[config.mk]
export PLATFORM = sky130hd
export DESIGN_NAME = tp_core
export DESIGN_NICKNAME = d
export VERILOG_FILES = /design/src/rtl/tp_pkg.sv /design/src/rtl/tp_fetch.sv /design/src/rtl/tp_regfile.sv /design/src/rtl/tp_exec.sv /design/src/rtl/tp_core.sv
export SDC_FILE = /design/constraint.sdc
export NUM_CORES = 1
export LEC_CHECK = 0
export ABC_CLOCK_PERIOD_IN_PS = 6400
export BUFFER_PORTS_ARGS = -buffer_cell sky130_fd_sc_hd__buf_2
export CORE_MARGIN = 3
export CORE_UTILIZATION = 59
export DETAILED_ROUTE_END_ITERATION = 10
export PLACE_DENSITY_LB_ADDON = 0.15
export SYNTH_ARGS = -nofsm -noshare
export SYNTH_HDL_FRONTEND = slang
export SYNTH_SLANG_ARGS = --single-unit
[constraint.sdc]
create_clock -name clk -period 6.4 [get_ports clk]
set_clock_uncertainty 0.15 [all_clocks]
set_input_delay 0.64 -clock clk [delete_from_list [all_inputs] [get_ports clk]]
set_output_delay 0.64 -clock clk [all_outputs]
set_load 0.05 [all_outputs]
[src/rtl/tp_pkg.sv]
package tp_pkg;
  localparam int INSTR_W = 16;
  localparam int OPC_W   = 4;
  localparam int DATA_W  = 8;
  localparam int NREGS   = 4;
  localparam int RSEL_W  = $clog2(NREGS);
  localparam int ADDR_W  = 8;

  typedef enum logic [OPC_W-1:0] {
    OP_NOP  = 4'd0,
    OP_LDI  = 4'd1,
    OP_MOV  = 4'd2,
    OP_ADDI = 4'd3,
    OP_STR  = 4'd4,
    OP_BZ   = 4'd5,
    OP_HALT = 4'd6
  } op_e;

  typedef struct packed {
    logic              valid;
    logic              wen;
    logic              store;
    logic [RSEL_W-1:0] rd;
    logic [DATA_W-1:0] val;
    logic [ADDR_W-1:0] addr;
  } wb_t;
endpackage

[src/rtl/tp_fetch.sv]
module tp_fetch
  import tp_pkg::*;
(
  input  logic              clk,
  input  logic              rst,
  input  logic              stall,
  input  logic              fetch_go,
  input  logic              redirect,
  input  logic [ADDR_W-1:0] redirect_pc,
  input  logic              halt_set,
  output logic [ADDR_W-1:0] pc,
  output logic              ex_valid,
  output logic              halted
);
  always_ff @(posedge clk) begin
    if (rst) begin
      pc       <= '0;
      ex_valid <= 1'b0;
      halted   <= 1'b0;
    end else if (!stall) begin
      ex_valid <= fetch_go;
      if (redirect)      pc <= redirect_pc;
      else if (fetch_go) pc <= pc + ADDR_W'(1);
      if (halt_set)      halted <= 1'b1;
    end
  end
endmodule

[src/rtl/tp_regfile.sv]
module tp_regfile
  import tp_pkg::*;
(
  input  logic                    clk,
  input  logic                    rst,
  input  logic                    we,
  input  logic [RSEL_W-1:0]       waddr,
  input  logic [DATA_W-1:0]       wdata,
  input  logic [RSEL_W-1:0]       raddr,
  output logic [DATA_W-1:0]       rdata,
  output logic [NREGS*DATA_W-1:0] flat
);
  logic [DATA_W-1:0] regs [NREGS];

  for (genvar i = 0; i < NREGS; i++) begin : g_reg
    always_ff @(posedge clk) begin
      if (rst)                              regs[i] <= '0;
      else if (we && waddr == RSEL_W'(i))   regs[i] <= wdata;
    end
    assign flat[i*DATA_W +: DATA_W] = regs[i];
  end

  assign rdata = regs[raddr];
endmodule

[src/rtl/tp_exec.sv]
module tp_exec
  import tp_pkg::*;
(
  input  logic               clk,
  input  logic               rst,
  input  logic               hold,
  input  logic [INSTR_W-1:0] instr,
  input  logic               ex_valid,
  input  logic [DATA_W-1:0]  opnd,
  output logic [RSEL_W-1:0]  src_sel,
  output logic               hazard,
  output logic               fetch_block,
  output logic               redirect,
  output logic [ADDR_W-1:0]  redirect_pc,
  output logic               halt_set,
  output wb_t                wb
);
  logic [OPC_W-1:0]  opc;
  logic [RSEL_W-1:0] rd, rs;
  logic [DATA_W-1:0] imm;
  logic              reads;
  wb_t               wb_next;

  assign opc = instr[INSTR_W-1 -: OPC_W];
  assign rd  = instr[INSTR_W-OPC_W-1 -: RSEL_W];
  assign rs  = instr[INSTR_W-OPC_W-RSEL_W-1 -: RSEL_W];
  assign imm = instr[DATA_W-1:0];

  assign src_sel = (opc == OP_ADDI) ? rd : rs;
  assign reads   = (opc == OP_MOV) || (opc == OP_ADDI) ||
                   (opc == OP_STR) || (opc == OP_BZ);
  assign hazard  = ex_valid && reads && wb.valid && wb.wen && (wb.rd == src_sel);

  assign fetch_block = ex_valid && ((opc == OP_BZ) || (opc == OP_HALT));
  assign redirect    = ex_valid && !hazard && (opc == OP_BZ) && (opnd == '0);
  assign redirect_pc = ADDR_W'(imm);
  assign halt_set    = ex_valid && (opc == OP_HALT);

  always_comb begin
    wb_next       = '0;
    wb_next.valid = ex_valid && !hazard;
    wb_next.rd    = rd;
    wb_next.addr  = ADDR_W'(imm);
    unique case (opc)
      OP_LDI:  begin wb_next.wen = 1'b1; wb_next.val = imm;        end
      OP_MOV:  begin wb_next.wen = 1'b1; wb_next.val = opnd;       end
      OP_ADDI: begin wb_next.wen = 1'b1; wb_next.val = opnd + imm; end
      OP_STR:  begin wb_next.store = 1'b1; wb_next.val = opnd;     end
      default: ;
    endcase
  end

  always_ff @(posedge clk) begin
    if (rst)        wb <= '0;
    else if (!hold) wb <= wb_next;
  end
endmodule

[src/rtl/tp_core.sv]
module tp_core
  import tp_pkg::*;
#(
  parameter int CNT_W = 16
) (
  input  logic                    clk,
  input  logic                    rst,
  output logic                    imem_en,
  output logic [ADDR_W-1:0]       imem_addr,
  input  logic [INSTR_W-1:0]      imem_rdata,
  output logic                    dmem_wvalid,
  input  logic                    dmem_wready,
  output logic [ADDR_W-1:0]       dmem_waddr,
  output logic [DATA_W-1:0]       dmem_wdata,
  output logic [NREGS*DATA_W-1:0] dbg_regs,
  output logic [CNT_W-1:0]        dbg_retired,
  output logic                    done
);
  logic [ADDR_W-1:0] pc, redirect_pc;
  logic              ex_valid, halted, hazard, fetch_block, redirect, halt_set;
  logic              dstall, stall, fetch_go;
  logic [RSEL_W-1:0] src_sel;
  logic [DATA_W-1:0] opnd;
  wb_t               wb;

  assign dstall   = wb.valid && wb.store && !dmem_wready;
  assign stall    = hazard || dstall;
  assign fetch_go = !halted && !fetch_block && !stall;

  tp_fetch u_fetch (
    .clk, .rst, .stall, .fetch_go, .redirect, .redirect_pc, .halt_set,
    .pc, .ex_valid, .halted
  );

  tp_exec u_exec (
    .clk, .rst, .hold(dstall), .instr(imem_rdata), .ex_valid, .opnd,
    .src_sel, .hazard, .fetch_block, .redirect, .redirect_pc, .halt_set, .wb
  );

  tp_regfile u_rf (
    .clk, .rst, .we(wb.valid && wb.wen), .waddr(wb.rd), .wdata(wb.val),
    .raddr(src_sel), .rdata(opnd), .flat(dbg_regs)
  );

  always_ff @(posedge clk) begin
    if (rst)                    dbg_retired <= '0;
    else if (wb.valid && !dstall) dbg_retired <= dbg_retired + CNT_W'(1);
  end

  assign imem_en     = fetch_go;
  assign imem_addr   = pc;
  assign dmem_wvalid = wb.valid && wb.store;
  assign dmem_waddr  = wb.addr;
  assign dmem_wdata  = wb.val;
  assign done        = halted && !wb.valid;
endmodule

# Yosys cells after proc, flatten, opt, wreduce, memory -nomap -nowiden
# Memory sizes are Yosys's and may differ from the RTL's.
# Cells that the tools add are included.
[word_totals]
reg_bits = 47
ramBits = 32
mem_count = 1
[mem_list]
columns = ["memory", "depth", "word_bits", "read_ports", "rd_ports_with_merged_regs", "write_ports", "line", "text"]
rows = [
  ["u_rf.regs", 4, 8, 5, 0, 4, "tp_regfile.sv:13", "logic [DATA_W-1:0] regs [NREGS];"],
]
[op_classes]
n_reduce_logical = 39
addsub = 3
n_eq_ne = 10
bitwise_logic = 5
n_mux = 24
[ops]
columns = ["cell", "count"]
rows = [
  ["two-way mux 8 bit", 6],
  ["one-hot mux 8 bit (3 select lines)", 1],
  ["logical AND 1 bit", 20],
  ["adder 16 x 1 -> 16 bit, second input constant", 1],
  ["two-way mux 1 bit", 16],
  ["== test 4 x 3 -> 1 bit, second input constant", 3],
  ["adder 8 x 1 -> 8 bit, second input constant", 1],
  ["adder 8 bit", 1],
  ["== test 4 x 2 -> 1 bit, second input constant", 2],
  ["zero test 8 bit", 1],
  ["zero test 1 bit", 7],
  ["logical OR 1 bit", 5],
  ["== test 2 bit, second input constant", 2],
  ["== test 4 x 1 -> 1 bit, second input constant", 1],
  ["OR 1 bit", 4],
  ["AND reduction 2 bit", 2],
  ["OR reduction 3 bit", 1],
  ["== test 2 x 1 -> 1 bit, second input constant", 1],
  ["== test 2 bit", 1],
  ["zero test 2 bit", 1],
  ["two-way mux 2 bit", 1],
  ["nonzero test 2 bit", 1],
  ["OR reduction 2 bit", 1],
  ["inverter 1 bit", 1],
]

# Longest topological paths before layout
[depth]
word_depth = 14
ltp_mapped = 15
ltp_nobuf = 13

# Hierarchy
# From an unflattened synthesis, not the netlist that was laid out.
[unflattened]
cells_unflattened = 434
hier_area_um2 = 4360.4
[by_module_without_submodules]
columns = ["mod", "cells_each", "n_inst", "area_per_inst_um2"]
rows = [
  ["tp_exec", 176, 1, 1521.5],
  ["tp_regfile", 96, 1, 1417.6],
  ["tp_core", 93, 1, 809.5],
  ["tp_fetch", 69, 1, 611.8],
]

# Least setup slack after synthesis
# Ideal clock, no wire load.
[synth_timing]
path_kind = "input to register"
start = "input imem_rdata[14]"
end = "register u_exec.wb[15] (netlist name)"
n_path_buf = 3
path_slack_ns = 2.571
t_arrival_ns = 3.609
cell_stages = 14
cell_sequence = "buf_6 nand4bb_1 buf_6 mux2i_2 buf_6 mux4_2 ha_1 a21o_1 a21oi_1 o21ai_0 a2111oi_0 nor3_1 xor2_1 a21oi_1"
[synth_between]
elab_chain_len = 5
elab_cells_between_ends = 9
cone_classes = "add/sub (1); eq/ne (4); mux (2); reduce/logical (1); memory (1)"
[synth_rtl]
columns = ["item", "line", "text"]
rows = [
  ["start: declaration", "tp_core.sv:10", "input logic [INSTR_W-1:0] imem_rdata,"],
  ["== test 4 x 2 -> 1 bit", "tp_exec.sv:29, tp_exec.sv:44", ""],
  ["two-way mux 2 bit", "tp_exec.sv:29", "assign src_sel = (opc == OP_ADDI) ? rd : rs;"],
  ["memory read (4 x 8 bit)", "--", ""],
  ["adder 8 bit", "tp_exec.sv:47", "OP_ADDI: begin wb_next.wen = 1'b1; wb_next.val = opnd + imm; end"],
  ["one-hot mux 8 bit (3 select lines) *", "tp_exec.sv:44", "unique case (opc)"],
]
# Mark *: on every way between the ends. The rest lies on a longest branch, timed or not.
# A chain may end at the register's enable or synchronous reset.

# Worst setup path after layout
[layout_timing]
start = "input imem_rdata[14]"
end = "register u_exec.wb[14] (netlist name)"
[layout_between]
elab_chain_len = 5
elab_cells_between_ends = 9
cone_classes = "add/sub (1); eq/ne (4); mux (2); reduce/logical (1); memory (1)"
[layout_rtl]
columns = ["item", "line"]
rows = [
  ["== test 4 x 2 -> 1 bit", "tp_exec.sv:29, tp_exec.sv:44"],
  ["two-way mux 2 bit", "tp_exec.sv:29"],
  ["memory read (4 x 8 bit)", "--"],
  ["adder 8 bit", "tp_exec.sv:47"],
  ["one-hot mux 8 bit (3 select lines) *", "tp_exec.sv:44"],
]
# Marks and branches as above.

==> metrics.cfg <==
[status]
status = finished clean

[clock_network]
cts_made_buffers = 9
cts_hold_buf = 0
clk_latency_ns = 0.35
cts_resized = 0
cts_buffer_depth = 2
cts.htree.levels = 3
cts-root-buf = clkbuf_8
cts_tree = built
clkSinkCount = 79
clk_pin_slew_ns = 0.08
postCtsSetupBuffers = 0

[global_route]
overflow = 0
grt_use_total_pct = 26.1
grt_max_degree = 58
grt_pass1_vias = 3359
antenna_found_initial = 0
grt_pass1_wl_um = 16700

[route]
met1_length_um = 4190
via_per_inst = 5.99
route.met2.wl_um = 5200
finalWirelength_um = 10600
drt-wirelength-per-cell_um = 17.9
dr_total_vias = 3567
drtPass1Iterations = 5
drc = 0
ant_nets = 0
highest_layer = met4
wl_met3_um = 874
drtIter0Drc = 246

[worst_setup_path]
max_stage_delay_ns = 0.66
path_delay_family = compound AO/OA/AOI/OAI gates
path_cells = buf_2 -> nand4bb_1 -> mux2i_2 -> buf_4 -> mux4_1 -> ha_1 -> inv_1 -> fa_1 -> nor2b_1 -> o21ai_0 -> a21boi_0 -> o21a_1 -> o21a_1 -> o31a_2 -> o31ai_1
critPathCaptureType = flop
crit_fanout = 12
worst-endpoint-arrival_ns = 4.50
cp-start-kind = input port
critPathMostFrequentCell = o21a_1
crit_slowest_cell = mux4_1
worst-setup-path-type = in2reg
cp_data_required_time_ns = 6.50
crit_buf_inv = 3

[sta]
hold_viol = 0
relSlewSlack_pct = 24.9
rsz0062_at_grt = false
setup_tns_ns = 0
tightestPinTransition_ns = 1.12
report.final.slew_viol_count = 0
max_freq_mhz = 227
fin_crit_ns = 4.40
fin_crit_sh_pct = 68.7
setup_violations = 0

[die]
start_util_pct = 61.4
die_y_um = 90.4
rows = 30
fp.dieW_um = 90.4
core_sq_um = 6830
dieArea_sq_um = 8160
ios = 94

[final_layout]
drive_gt1_share_pct = 26.5
fin_nets = 523
num_antenna_cells = 0
fill_cells = 561
fin_util_pct = 69.7
area_growth_pct = 13.5

[placed_design]
routabilityCongestion = 0.869
port_buffers = 93
hpwl_um = 7730

[synthesis]
ys_ff_latch = 79
syn_area_sq_um = 4200
yosysSeqAreaShare_pct = 45.3
synth_fp_nets = 451
synth_cell_types = 63
synth_top_area_share_pct = 22.9
yosysTopAreaCell = edfxtp_1
ys.flop_type = dfxtp_1
synthTopCellsByArea = edfxtp_1, dfxtp_1, and2_1
syn_area_per_cell_sq_um = 9.95
syn_inst = 422
synth-async-reset-ratio_pct = 0
synth_edf_count = 32
ys_warn_count = 0

[worst_hold_path]
holdCritPathClass = reg2reg

[power_and_ir_drop]
power_density_nw_per_um2 = 229
p_leak_nw = 2.00
ir_worst_vdd_mv = 0.187

[job]
max-cap-violations = 0

[flip-flops by register name (all words and copies together), names as in the netlist]
name	flops
u_fetch.halted	1
u_exec.wb	21
dbg_retired	16
u_fetch.ex_valid	1
u_fetch.pc	8
u_rf.regs	32
[cells in the mapped netlist (all sizes together), types with 3 or more instances]
| library cell | instances |
|---|---|
| a21oi | 35 |
| a222oi | 4 |
| a31oi | 3 |
| and2 | 35 |
| and3 | 3 |
| buf | 22 |
| clkbuf | 13 |
| dfxtp | 47 |
| edfxtp | 32 |
| ha | 9 |
| inv | 16 |
| mux2i | 3 |
| mux4 | 7 |
| nand2 | 34 |
| nand2b | 6 |
| nand3 | 15 |
| nand3b | 6 |
| nand4 | 7 |
| nor2 | 36 |
| nor2b | 4 |
| nor3 | 6 |
| nor4 | 3 |
| o21ai | 10 |
| o22a | 6 |
| o31ai | 6 |
| or3 | 6 |
| xnor2 | 8 |
| xor2 | 14 |
[per-layer routing]
metal  vias to the layer above  GRT usage (%)
met5                         -              0
met4                         0           14.5
met3                        31           5.42
met2                       193           42.9
met1                      1704           32.1
li1                       1639              -
[cells by family after synthesis]
| group | synth area share [%] |
|---|---|
| AND/OR/NAND/NOR | 21.4 |
| multiplexers | 5.04 |
| flip-flops | 45.3 |
| AO/OA/AOI/OAI | 13.5 |
| buffers and inverters | 6.97 |
| XOR/XNOR | 4.59 |
| adder cells (fa/ha/maj) | 3.16 |
[stage by stage]
step           area, sq um  hold slack, ns  worst slack, ns  cells  total power, mW
2_1_floorplan         4200           0.282             2.57    422            0.701
3_3_place_gp          4570           0.284             1.96    579            0.736
3_5_place_dp          4570           0.295             1.81    579            0.742
4_1_cts               4760           0.306             2.09    595             1.10
5_1_grt               4760           0.332             1.81    595             1.13
6_report              4760           0.303             2.00    595             1.09
[worst register-to-register path, cell delays in order, from the launching register on]
cell	delay [ns]
edfxtp_1	0.43
mux4_1	0.60
ha_1	0.24
inv_1	0.08
fa_1	0.20
nor2b_1	0.05
o21ai_0	0.23
a21boi_0	0.18
o21a_1	0.21
o21a_1	0.18
o31a_2	0.30
o31ai_1	0.19
[area by class of cell]
| cell class | instances | area, sq um | area share, % |
|---|---|---|---|
| clock buffers | 11 | 131 | 2.76 |
| flip-flops and latches | 79 | 1900 | 39.9 |
| well taps | 96 | 120 | 2.52 |
| multi-input cells | 292 | 2000 | 42.1 |
| repair buffers | 96 | 488 | 10.2 |
| clock inverters | 5 | 58.8 | 1.23 |
| inverters | 16 | 60.1 | 1.26 |
[final timing paths]
path | end | cells after the start | from | slack [ns]
worst min-delay path | u_exec.wb[5]$_SDFFE_PP0N_ | 2 | u_exec.wb[5]$_SDFFE_PP0N_ | 0.30
worst min register to register | u_exec.wb[5]$_SDFFE_PP0N_ | 2 | u_exec.wb[5]$_SDFFE_PP0N_ | 0.30
worst max-delay path | u_exec.wb[14]$_SDFFE_PP0N_ | 15 | imem_rdata[14] | 2.00
worst max register to register | u_exec.wb[14]$_SDFFE_PP0N_ | 11 | u_rf.regs[1][0]$_SDFFCE_PN0P_ | 3.27
[layout by cell type, fill, tap and decap left out, drive strengths merged, types with 2 or more instances in the layout]
master,Yosys,routed
buf,22,96
dfxtp,47,47
nand3,15,15
a221oi,2,2
a311o,2,2
nor2b,4,4
nand2b,6,6
nand3b,6,6
o31ai,6,6
ha,9,9
or3,6,6
inv,16,16
nor3b,2,2
nor4,3,3
o21ai,10,10
a31oi,3,3
o22a,6,6
xor2,14,14
a22oi,2,2
o21a,2,2
clkbuf,13,11
mux2i,3,3
nor2,36,36
clkinvlp,0,2
nand4,7,7
mux4,7,7
clkinv,0,2
and2,35,35
nor3,6,6
xnor2,8,8
edfxtp,32,32
a21oi,35,35
a222oi,4,4
and3,3,3
nand2,34,34
[power breakdown]
part	internal (mW)	total (mW)	leakage, nW	switching, mW
clock	0.180	0.359	0.0895	0.178
sequential	0.538	0.553	0.714	0.0148
combinational	0.0555	0.181	1.20	0.125
Power figures use the tool's default switching activity.
